$ cat config.mk
export PLATFORM = sky130hd
export DESIGN_NAME = tag_dir
export DESIGN_NICKNAME = d
export VERILOG_FILES = /design/src/rtl/tdir_pkg.sv /design/src/rtl/tdir_lsb_enc.sv /design/src/rtl/tdir_way_scan.sv /design/src/rtl/tag_dir.sv
export SDC_FILE = /design/constraint.sdc
export NUM_CORES = 2
export LEC_CHECK = 0
export BUFFER_PORTS_ARGS = -buffer_cell sky130_fd_sc_hd__buf_4
export CORE_UTILIZATION = 60
export DETAILED_ROUTE_END_ITERATION = 6
export PLACE_DENSITY = 0.86
export SYNTH_ARGS = -nofsm -noshare
export SYNTH_HDL_FRONTEND = slang
export SYNTH_SLANG_ARGS = --single-unit
$ cat constraint.sdc
create_clock -name clk_i -period 6.3 [get_ports clk_i]
set_clock_uncertainty 0.2 [all_clocks]
set_input_delay 1.26 -clock clk_i [delete_from_list [all_inputs] [get_ports clk_i]]
set_output_delay 1.26 -clock clk_i [all_outputs]
set_load 0.005 [all_outputs]
$ cat src/rtl/tdir_pkg.sv
package tdir_pkg;
  typedef enum logic [2:0] {
    PERM_NP   = 3'd0,
    PERM_INV  = 3'd1,
    PERM_RO   = 3'd2,
    PERM_RW   = 3'd3,
    PERM_BUSY = 3'd4
  } perm_e;

  typedef enum logic [1:0] {
    REQ_LOAD   = 2'd0,
    REQ_IFETCH = 2'd1,
    REQ_STORE  = 2'd2
  } req_e;

  typedef enum logic [2:0] {
    OP_NOP     = 3'd0,
    OP_ALLOC   = 3'd1,
    OP_DEALLOC = 3'd2,
    OP_SETPERM = 3'd3,
    OP_LOCKSET = 3'd4,
    OP_LOCKCLR = 3'd5
  } upd_op_e;
endpackage

$ cat src/rtl/tdir_lsb_enc.sv
module tdir_lsb_enc #(
  parameter int N = 4,
  parameter int W = (N > 1) ? $clog2(N) : 1
) (
  input  logic [N-1:0] vec_i,
  output logic [W-1:0] idx_o,
  output logic         any_o
);
  always_comb begin
    idx_o = '0;
    for (int i = N - 1; i >= 0; i--) begin
      if (vec_i[i]) idx_o = W'(i);
    end
  end
  assign any_o = |vec_i;
endmodule

$ cat src/rtl/tdir_way_scan.sv
module tdir_way_scan
  import tdir_pkg::*;
#(
  parameter int WAYS = 4,
  parameter int LA_W = 14
) (
  input  logic [WAYS-1:0]           used_i,
  input  logic [WAYS-1:0][LA_W-1:0] line_i,
  input  logic [WAYS-1:0][2:0]      perm_i,
  input  logic [LA_W-1:0]           key_i,
  output logic [WAYS-1:0]           pres_o,
  output logic [WAYS-1:0]           same_o,
  output logic [WAYS-1:0]           free_o
);
  for (genvar g = 0; g < WAYS; g++) begin : g_way
    assign same_o[g] = used_i[g] && (line_i[g] == key_i);
    assign free_o[g] = !used_i[g] || (perm_i[g] == PERM_NP);
    assign pres_o[g] = same_o[g] && (perm_i[g] != PERM_NP);
  end
endmodule

$ cat src/rtl/tag_dir.sv
module tag_dir
  import tdir_pkg::*;
#(
  parameter int ADDR_W      = 16,
  parameter int LINE_BYTES  = 4,
  parameter int CACHE_BYTES = 128,
  parameter int WAYS        = 4,
  parameter int CTX_W       = 4,
  parameter int IDX_LSB     = $clog2(LINE_BYTES),
  localparam int OFF_W      = $clog2(LINE_BYTES),
  localparam int SETS       = CACHE_BYTES / (WAYS * LINE_BYTES),
  localparam int SET_W      = (SETS > 1) ? $clog2(SETS) : 1,
  localparam int WAY_W      = (WAYS > 1) ? $clog2(WAYS) : 1,
  localparam int LA_W       = ADDR_W - OFF_W
) (
  input  logic              clk_i,
  input  logic              rst_ni,
  input  logic [2:0]        upd_op_i,
  input  logic [ADDR_W-1:0] upd_addr_i,
  input  logic [2:0]        upd_perm_i,
  input  logic [CTX_W-1:0]  upd_ctx_i,
  input  logic              lk_valid_i,
  input  logic [ADDR_W-1:0] lk_addr_i,
  input  logic [1:0]        lk_type_i,
  input  logic [CTX_W-1:0]  lk_ctx_i,
  input  logic [WAY_W-1:0]  victim_way_i,
  output logic              rsp_valid_o,
  output logic              hit_o,
  output logic              grant_o,
  output logic [WAY_W-1:0]  way_o,
  output logic              avail_o,
  output logic              locked_o,
  output logic              idle_o,
  output logic [LA_W-1:0]   victim_line_o,
  output logic              touch_o,
  output logic [SET_W-1:0]  touch_set_o,
  output logic [WAY_W-1:0]  touch_way_o,
  output logic              err_o
);
  if (SETS < 2 || (1 << SET_W) != SETS || (1 << WAY_W) != WAYS) begin : g_bad_cfg
    $error("tag_dir: SETS and WAYS must be powers of two and SETS > 1");
  end

  // state store
  logic [WAYS-1:0]            used_q [SETS];
  logic [WAYS-1:0]            used_d [SETS];
  logic [WAYS-1:0][LA_W-1:0]  line_q [SETS];
  logic [WAYS-1:0][LA_W-1:0]  line_d [SETS];
  logic [WAYS-1:0][2:0]       perm_q [SETS];
  logic [WAYS-1:0][2:0]       perm_d [SETS];
  logic [WAYS-1:0]            lkv_q  [SETS];
  logic [WAYS-1:0]            lkv_d  [SETS];
  logic [WAYS-1:0][CTX_W-1:0] lkc_q  [SETS];
  logic [WAYS-1:0][CTX_W-1:0] lkc_d  [SETS];

  logic unused_lsb;
  assign unused_lsb = ^{upd_addr_i[OFF_W-1:0], lk_addr_i[OFF_W-1:0]};

  // update side, evaluated on current state
  logic [SET_W-1:0] u_set;
  logic [LA_W-1:0]  u_line;
  logic [WAYS-1:0]  u_pres, u_free, u_same_unused;
  logic [WAY_W-1:0] u_pw, u_fw;
  logic             u_pres_any, u_free_any;
  logic             err_d;

  assign u_set  = upd_addr_i[IDX_LSB +: SET_W];
  assign u_line = upd_addr_i[ADDR_W-1:OFF_W];

  tdir_way_scan #(.WAYS(WAYS), .LA_W(LA_W)) u_scan_upd (
    .used_i(used_q[u_set]), .line_i(line_q[u_set]), .perm_i(perm_q[u_set]),
    .key_i(u_line), .pres_o(u_pres), .same_o(u_same_unused), .free_o(u_free)
  );
  tdir_lsb_enc #(.N(WAYS), .W(WAY_W)) u_enc_upres (
    .vec_i(u_pres), .idx_o(u_pw), .any_o(u_pres_any)
  );
  tdir_lsb_enc #(.N(WAYS), .W(WAY_W)) u_enc_ufree (
    .vec_i(u_free), .idx_o(u_fw), .any_o(u_free_any)
  );

  always_comb begin
    used_d = used_q;
    line_d = line_q;
    perm_d = perm_q;
    lkv_d  = lkv_q;
    lkc_d  = lkc_q;
    err_d  = 1'b0;
    case (upd_op_i)
      3'(OP_ALLOC): begin
        if (u_pres_any || !u_free_any) err_d = 1'b1;
        else begin
          used_d[u_set][u_fw] = 1'b1;
          line_d[u_set][u_fw] = u_line;
          perm_d[u_set][u_fw] = PERM_INV;
          lkv_d[u_set][u_fw]  = 1'b0;
          lkc_d[u_set][u_fw]  = '0;
        end
      end
      3'(OP_DEALLOC): begin
        if (!u_pres_any) err_d = 1'b1;
        else begin
          used_d[u_set][u_pw] = 1'b0;
          perm_d[u_set][u_pw] = PERM_NP;
          lkv_d[u_set][u_pw]  = 1'b0;
        end
      end
      3'(OP_SETPERM): begin
        if (!u_pres_any) err_d = 1'b1;
        else perm_d[u_set][u_pw] = upd_perm_i;
      end
      3'(OP_LOCKSET): begin
        if (!u_pres_any) err_d = 1'b1;
        else begin
          lkv_d[u_set][u_pw] = 1'b1;
          lkc_d[u_set][u_pw] = upd_ctx_i;
        end
      end
      3'(OP_LOCKCLR): begin
        if (!u_pres_any) err_d = 1'b1;
        else lkv_d[u_set][u_pw] = 1'b0;
      end
      default: ;
    endcase
  end

  // lookup side, evaluated on post-update state
  logic [SET_W-1:0] l_set;
  logic [LA_W-1:0]  l_line;
  logic [WAYS-1:0]  l_pres, l_same, l_free;
  logic [WAY_W-1:0] l_pw;
  logic             l_hit;
  logic [2:0]       l_perm;
  logic             l_grant, l_locked, l_idle, l_avail;
  logic [LA_W-1:0]  l_victim;

  assign l_set  = lk_addr_i[IDX_LSB +: SET_W];
  assign l_line = lk_addr_i[ADDR_W-1:OFF_W];

  tdir_way_scan #(.WAYS(WAYS), .LA_W(LA_W)) u_scan_lk (
    .used_i(used_d[l_set]), .line_i(line_d[l_set]), .perm_i(perm_d[l_set]),
    .key_i(l_line), .pres_o(l_pres), .same_o(l_same), .free_o(l_free)
  );
  tdir_lsb_enc #(.N(WAYS), .W(WAY_W)) u_enc_lpres (
    .vec_i(l_pres), .idx_o(l_pw), .any_o(l_hit)
  );

  always_comb begin
    l_perm   = perm_d[l_set][l_pw];
    l_grant  = l_hit && ((l_perm == PERM_RW) ||
               ((l_perm == PERM_RO) &&
                (lk_type_i == REQ_LOAD || lk_type_i == REQ_IFETCH)));
    l_locked = l_hit && lkv_d[l_set][l_pw] && (lkc_d[l_set][l_pw] == lk_ctx_i);
    l_idle   = l_hit && (l_perm != PERM_BUSY);
    l_avail  = (|l_same) || (|l_free);
    l_victim = used_d[l_set][victim_way_i] ? line_d[l_set][victim_way_i] : '0;
  end

  always_ff @(posedge clk_i or negedge rst_ni) begin
    if (!rst_ni) begin
      for (int s = 0; s < SETS; s++) begin
        used_q[s] <= '0;
        line_q[s] <= '0;
        perm_q[s] <= '0;
        lkv_q[s]  <= '0;
        lkc_q[s]  <= '0;
      end
      rsp_valid_o   <= 1'b0;
      hit_o         <= 1'b0;
      grant_o       <= 1'b0;
      way_o         <= '0;
      avail_o       <= 1'b0;
      locked_o      <= 1'b0;
      idle_o        <= 1'b0;
      victim_line_o <= '0;
      touch_o       <= 1'b0;
      touch_set_o   <= '0;
      touch_way_o   <= '0;
      err_o         <= 1'b0;
    end else begin
      used_q <= used_d;
      line_q <= line_d;
      perm_q <= perm_d;
      lkv_q  <= lkv_d;
      lkc_q  <= lkc_d;
      rsp_valid_o   <= lk_valid_i;
      hit_o         <= lk_valid_i && l_hit;
      grant_o       <= lk_valid_i && l_grant;
      way_o         <= (lk_valid_i && l_hit) ? l_pw : '0;
      avail_o       <= lk_valid_i && l_avail;
      locked_o      <= lk_valid_i && l_locked;
      idle_o        <= lk_valid_i && l_idle;
      victim_line_o <= lk_valid_i ? l_victim : '0;
      touch_o       <= lk_valid_i && l_hit;
      touch_set_o   <= l_set;
      touch_way_o   <= l_pw;
      err_o         <= err_d;
    end
  end

  // assertions
  p_one_present_r2: assert property (@(posedge clk_i) disable iff (!rst_ni)
    $onehot0(l_pres));
  p_grant_needs_hit_r4: assert property (@(posedge clk_i) disable iff (!rst_ni)
    grant_o |-> (rsp_valid_o && hit_o));
  p_touch_on_hit_r5: assert property (@(posedge clk_i) disable iff (!rst_ni)
    touch_o |-> (rsp_valid_o && hit_o && touch_way_o == way_o));
  p_alloc_invalid_r7: assert property (@(posedge clk_i) disable iff (!rst_ni)
    (upd_op_i == 3'(OP_ALLOC) && !u_pres_any && u_free_any) |=>
      (!err_o && perm_q[$past(u_set)][$past(u_fw)] == 3'(PERM_INV)
              && !lkv_q[$past(u_set)][$past(u_fw)]));
  p_alloc_dup_err_r8: assert property (@(posedge clk_i) disable iff (!rst_ni)
    (upd_op_i == 3'(OP_ALLOC) && u_pres_any) |=> err_o);
  p_lock_needs_hit_r10: assert property (@(posedge clk_i) disable iff (!rst_ni)
    locked_o |-> hit_o);
  p_idle_needs_hit_r11: assert property (@(posedge clk_i) disable iff (!rst_ni)
    idle_o |-> hit_o);
  p_rsp_follows_req_r12: assert property (@(posedge clk_i) disable iff (!rst_ni)
    lk_valid_i |=> rsp_valid_o);
endmodule

==> results of run 1 <==
## metrics by stage
stage	hold WS, ps	instances
global placement	249	6893
floorplan	226	4955
detailed placement	268	6893
CTS	280	7116
## kinds of logic after synthesis
kind of cell / count (synthesis) / synth area share [%]
flops: 764 / 42.3
xor+xnor: 66 / 1.28
mux: 350 / 10.9
simple gates: 1760 / 18.3
buf+inv: 504 / 5.02
compound gates: 1511 / 22.2
## timing repair
action,in CTS
buffers inserted,72
gates cloned,4
endpoints found under the hold margin,0
pin swaps,56
setup endpoints to repair,9
resized for setup,219
## per-layer routing
layer	GRT overflow	global-route usage [%]
met5	106	87.9
met4	796	93.7
met3	401	90.0
met2	1734	104
met1	467	88.9
==> results by stage, run 1 <==
Run status:
- The flow did not finish.
- The stage where the run ended is global routing.
- The first error in the log reads "[ERROR GRT-0116] Global routing finished with congestion. Check the congestion regions in the DRC Viewer".

Synthesis:
- Each instance of the synthesized netlist takes up on average 9.13 um^2.
- nand2_1 is the most common cell in the netlist.
- The number of enable flip-flop cells after synthesis is 0.
- The most used flip-flop cell after synthesis is dfrtp_1.
- The fraction of post-synthesis cell area in the top cell type by area is a little over two fifths.
- The largest total area in the synthesized netlist belongs to dfrtp_1.
- Summing the sequential cell areas from Yosys gives 42.3% of the chip area.
- By area the synthesized netlist is led by dfrtp_1 42%, nand2_1 6.7%, o21ai_0 5.4%.
- The mapped netlist covers roughly 45000 um^2.
- Ranked by instance count, the synthesized netlist is headed by 808 x nand2_1, 764 x dfrtp_1, 485 x o21ai_0, 279 x clkbuf_1, 274 x nor2_1.
- For this run, the number of Yosys warnings is 0.
- In the synthesized netlist, the number of instances is around 5000.
- The post-synthesis sequential element count is 764.
- After synthesis, the netlist uses 116 different library cells.
- The post-synth net total is between 5000 and 6000.
- For this run, asynchronously set or reset flops after synthesis account for 100%.

Global route:
- The first global-routing pass estimated 528000 um of wire.
- The global-route total usage across every layer is 94.2%.
- The total overflow left after global routing is ~3500.
- The pin count of the biggest net entering global routing is 185.
- The via count of the first global-routing pass is 71936.

CTS:
- The longest clock path from root to sink contains 3 buffers.
- The cts-stage hold buffer count is 0.
- CTS saw ~760 sinks.
- The buffer type at the clock tree root is clkbuf_16.
- Counting the buffers created by CTS gives about 80.
- The H-tree generated during clock tree synthesis spans 3 levels.

Floorplanning:
- In this run the horizontal extent of the chip is approximately 280 um.
- The effective utilization at floorplan is 60.7%.
- The vertical die dimension is 277 um.
- The number of top-level pins is 82.
- The initialized floorplan defines 100 standard-cell rows.

Place:
- Routability-driven placement finished with a final weighted congestion of around 1.4.
- Timing analysis after detailed placement gives a worst setup slack of -2230 ps.
- The HPWL reported at the end of detailed placement is 172000 um.
- The count of port buffers added during placement is 76.
- Summing all placed instances gives a cell area of approximately 56000 um^2.
==> inputs of run 2 (changes only) <==
--- a/config.mk
+++ b/config.mk
@@ -6,9 +6,9 @@
 export NUM_CORES = 2
 export LEC_CHECK = 0
 export BUFFER_PORTS_ARGS = -buffer_cell sky130_fd_sc_hd__buf_4
-export CORE_UTILIZATION = 60
+export CORE_UTILIZATION = 40
 export DETAILED_ROUTE_END_ITERATION = 6
-export PLACE_DENSITY = 0.86
+export PLACE_DENSITY_LB_ADDON = 0.15
 export SYNTH_ARGS = -nofsm -noshare
 export SYNTH_HDL_FRONTEND = slang
 export SYNTH_SLANG_ARGS = --single-unit
==> run 2 against run 1 <==
Effect of this change:
- synthesized area is the same
- synthesized cell count is the same
- the flow now finishes, with violations (DRC, setup timing)
==> results by stage, run 2 <==
Pwr:
- VDD sags by at most 251 uV.
- The combinational share of power is 21.6%.
- The design draws 14400 uW.
- Summed over all cells, the static leakage comes to 0.0312 uW.
- The clock power share is 41.5%.
- In this run switching power makes up 31.0% of total power.
- The internal power consumption is 9930 uW.
- For this design the total switching power over the nets is 4460 uW.
- Sequential cells account for 36.9% of the total power.
- Dividing total power by cell area gives a power density of 215 nW/um^2.

Global route:
- The first global-routing pass estimated ~400000 um of wire.
- The initial antenna violation count is 20.
- The total overflow left after global routing is 0.
- Entering global routing, the biggest net connects 150 pins.
- The global-route total usage across every layer is approximately half.
- The via count of the first global-routing pass is between 50000 and 60000.

Cells and area:
- The register containing the most flip-flops in the final layout is line_q.
- Across the whole layout, storage elements account for 19100 um^2.
- The register with the most flip-flops in the layout has 448 of them.
- Once layout is done, the placed cells without fillers occupy 66900 um^2.
- The fraction of layout cells with a size suffix above 1 is 39.9%.
- The net count reported at finish is 6673.
- The largest registers in the layout are line_q (448), lkc_q (128), perm_q (96).
- The filler cell count is 9700.
- The combined area of the multi-input logic cells is 25500 um^2.
- Compared with the post-synthesis result, the final layout area differs by 48.0%.
- In the layout the commonest cells are 1826 x buf_4, 792 x nand2_1, 764 x dfrtp_1, 475 x o21ai_0, 255 x nor2_1.
- The library cell used most frequently in the layout, excluding fill and tap cells, is buf_4.

CTS:
- The cts-stage hold buffer count is 0 (unchanged).
- After clock tree synthesis, the clock-pin slew on the worst setup and hold paths is 60 ps.
- The number of clock buffers inserted by TritonCTS is 93 (+15%).
- The clock latency reported for the late side of the worst-skew pair is 720 ps.
- The CTS sink count is 764 (unchanged).
- TritonCTS built the clock tree.
- The maximum buffer depth of the clock tree is 3 (unchanged).
- The number of H-tree levels is 3 (unchanged).
- Clock tree synthesis selected as its root buffer the cell clkbuf_16.

Worst hold path:
- For hold timing, the worst endpoint is lkv_q[1].
- The path category of the worst min-delay check is reg -> reg.
- In this run the most critical hold path is launched from lkv_q[1].
- The count of cells along the worst hold path is 1.

Job:
- Max-cap violations in this run came to 0.

STA:
- The number of endpoints with negative hold slack in the final report is 0.
- The final critical-path required period is 7290 ps.
- The worst hold slack across all endpoints is 286 ps.
- The part of the cycle the worst path needs is 116%.
- Measured against its own limit, the worst slew margin works out to 14.1%.
- The setup slack after layout is -991 ps.
- The max-slew violation count was 0.
- Setup repair after global routing could not meet its margin everywhere.
- The total setup violations reported at the end of the flow is 11.
- The transition time of the tightest slew-check pin is about 1300 ps.
- Static timing analysis puts the maximum clock frequency at approximately 140 MHz.

Critical path:
- The endpoint identified for the worst register-to-register timing path is locked_o.
- Across all register-to-register paths, the minimum setup slack is -450 ps.
- The path depth of the worst reg2reg path is 25.
- The worst setup path is launched from a primary input.
- The worst setup path is captured at a flop.
- In this run the critical register-to-register path is launched from line_q[8].
- By startpoint and endpoint, the worst setup path is classified as in -> reg.
- The cell seen most often among critical-path stages is buf_4.
- In this design, the stage delay of the slowest critical-path cell is about 520 ps.
- For the worst setup path, the data required time is 6720 ps.
- STA puts the critical path data arrival time at ~7700 ps.
- For this design, the slowest cell found on the critical path is a2111oi_4.
- The maximum fanout along the worst path is 12.
- In this run the worst setup path begins at upd_addr_i[3].

Synthesis:
- The post-synthesis instance total is 4955 (unchanged).
- The prevailing post-synth register cell is dfrtp_1.
- The post-synthesis average cell area is 9.13 um^2 (unchanged).
- After synthesis, the cell types taking the most area are dfrtp_1 42%, nand2_1 6.7%, o21ai_0 5.4%.
- The post-synthesis sequential element count came to 764 (unchanged).
- The share of synthesized flip-flops with an asynchronous set or reset is 100% (unchanged).
- The number of enable flip-flop cells after synthesis is 0 (unchanged).
- In the post-synthesis netlist, the cell with the most instances is nand2_1.
- Sorting the synthesized cells by how often they occur yields 808 x nand2_1, 764 x dfrtp_1, 485 x o21ai_0, 279 x clkbuf_1, 274 x nor2_1.
- The share of synthesized area occupied by flip-flops and latches came to 42.3% (unchanged).
- The biggest area contributor in the post-synthesis netlist is dfrtp_1.
- The post-synth net total is 5008 (unchanged).
- The post-synth design cell area is 45200 um^2 (unchanged).
- The distinct cell type count after synthesis is 116 (unchanged).
- The count of warnings emitted by yosys came to 0 (unchanged).
- The fraction of post-synthesis cell area in the top cell type by area was 42.3% (unchanged).

Route:
- The number of design-rule violations left by the first detailed-router iteration is 8274.
- The number of vias per cell after detailed routing is about 6.5.
- The count of vias placed by the detailed router is ~53000.
- The final routed wire length divided by cell count is roughly 36 um.
- For this run, design rule violations remaining after detail routing come to 4.
- In this run the remaining antenna-violating nets after routing total 0.
- The first TritonRoute pass finished after 7 iterations.
- The sum of routed wire length over all layers is 293000 um.

Place:
- The count of port buffers added during placement is 76 (unchanged).
- The placement-stage worst setup slack is -2420 ps (-188 ps).
- The cell area after placement is 60800 um^2 (+9.0%).
- The HPWL reported at the end of detailed placement came to 221000 um (+28%).
- The final weighted congestion of routability-driven global placement is 1.11 (-18%).

Run status:
- The run finished, with violations left.
- The checks that failed: DRC, setup timing.

Floorplanning:
- The number of top-level pins is 82 (unchanged).
- The die footprint is approximately 110000 um^2.
- The effective utilization at floorplan was 40.6% (-20 points).
- The row count is 122 (+22%).
- The vertical die dimension was 338 um (+22%).
- The area of the core is ~110000 um^2.
- The horizontal die dimension was 338 um (+22%).
==> run 2: cells by family after synthesis <==
logic type / after synthesis / share of synthesized area (%)
simple gates: 1760 / 18.3
compound gates: 1511 / 22.2
flops: 764 / 42.3
buf+inv: 504 / 5.02
mux: 350 / 10.9
xor+xnor: 66 / 1.28
==> run 2: worst max-delay path by stage <==
stage	depth (start not counted)	end	slack, ps
2_1_floorplan	26	locked_o	-870
3_3_place_gp	29	locked_o	-2430
3_5_place_dp	26	locked_o	-2420
4_1_cts	33	locked_o	-790
5_1_grt	32	locked_o	-1140
6_report	30	locked_o	-990
==> run 2: worst max-delay path: cells and delay by family <==
kind	cells	cell delay (ps)
buffers and inverters	11	2060
and+or+nand+nor	9	1540
AOI/OAI and AO/OA	6	1530
muxes	3	1070
xor gates and xnor gates	1	180
==> run 2: per-layer routing <==
layer	track usage [%]	up-vias	part of all wire [%]
li1	-	21742	-
met1	65.7	26089	38
met2	68.0	4305	39
met3	20.1	1083	15
met4	31.7	20	8.0
met5	0.750	-	0.058
==> run 2: what timing repair did <==
action,CTS,global route
cloned,9,1
buffers inserted,71,32
resized for setup,285,78
pin swaps,72,34
endpoints found under the setup margin,22,10
==> run 2: power by group through the flow <==
stage,combinational (uW),sequential (uW),clock (uW)
finish,3110,5310,5970
global route,3160,5330,6160
CTS,2930,5300,5970
detailed placement,2750,5380,0
global placement,2740,5380,0
floorplan,1140,5330,0
==> run 2: per-stage QoR <==
| stage | cells | utilization, % | setup TNS (ps) |
|---|---|---|---|
| after floorplan | 4955 | - | -2110 |
| after global placement | 7905 | 54.5 | -26390 |
| after detailed placement | 7905 | 54.5 | -26490 |
| after CTS | 8153 | 59.5 | -2100 |
| after global routing | 8185 | 60.0 | -4070 |
| final | 8192 | 60.1 | -3830 |
==> run 2: final cells by class <==
cell class | instances | area share [%]
inverter | 76 | 0.436
multi-input combinational | 3689 | 38.1
tap | 1488 | 2.78
timing repair buffer | 1996 | 25.2
clock buffer | 134 | 4.01
clock inverter | 37 | 0.954
sequential | 764 | 28.6
antenna | 8 | 0.0299
(Power assumes the default switching activity.)
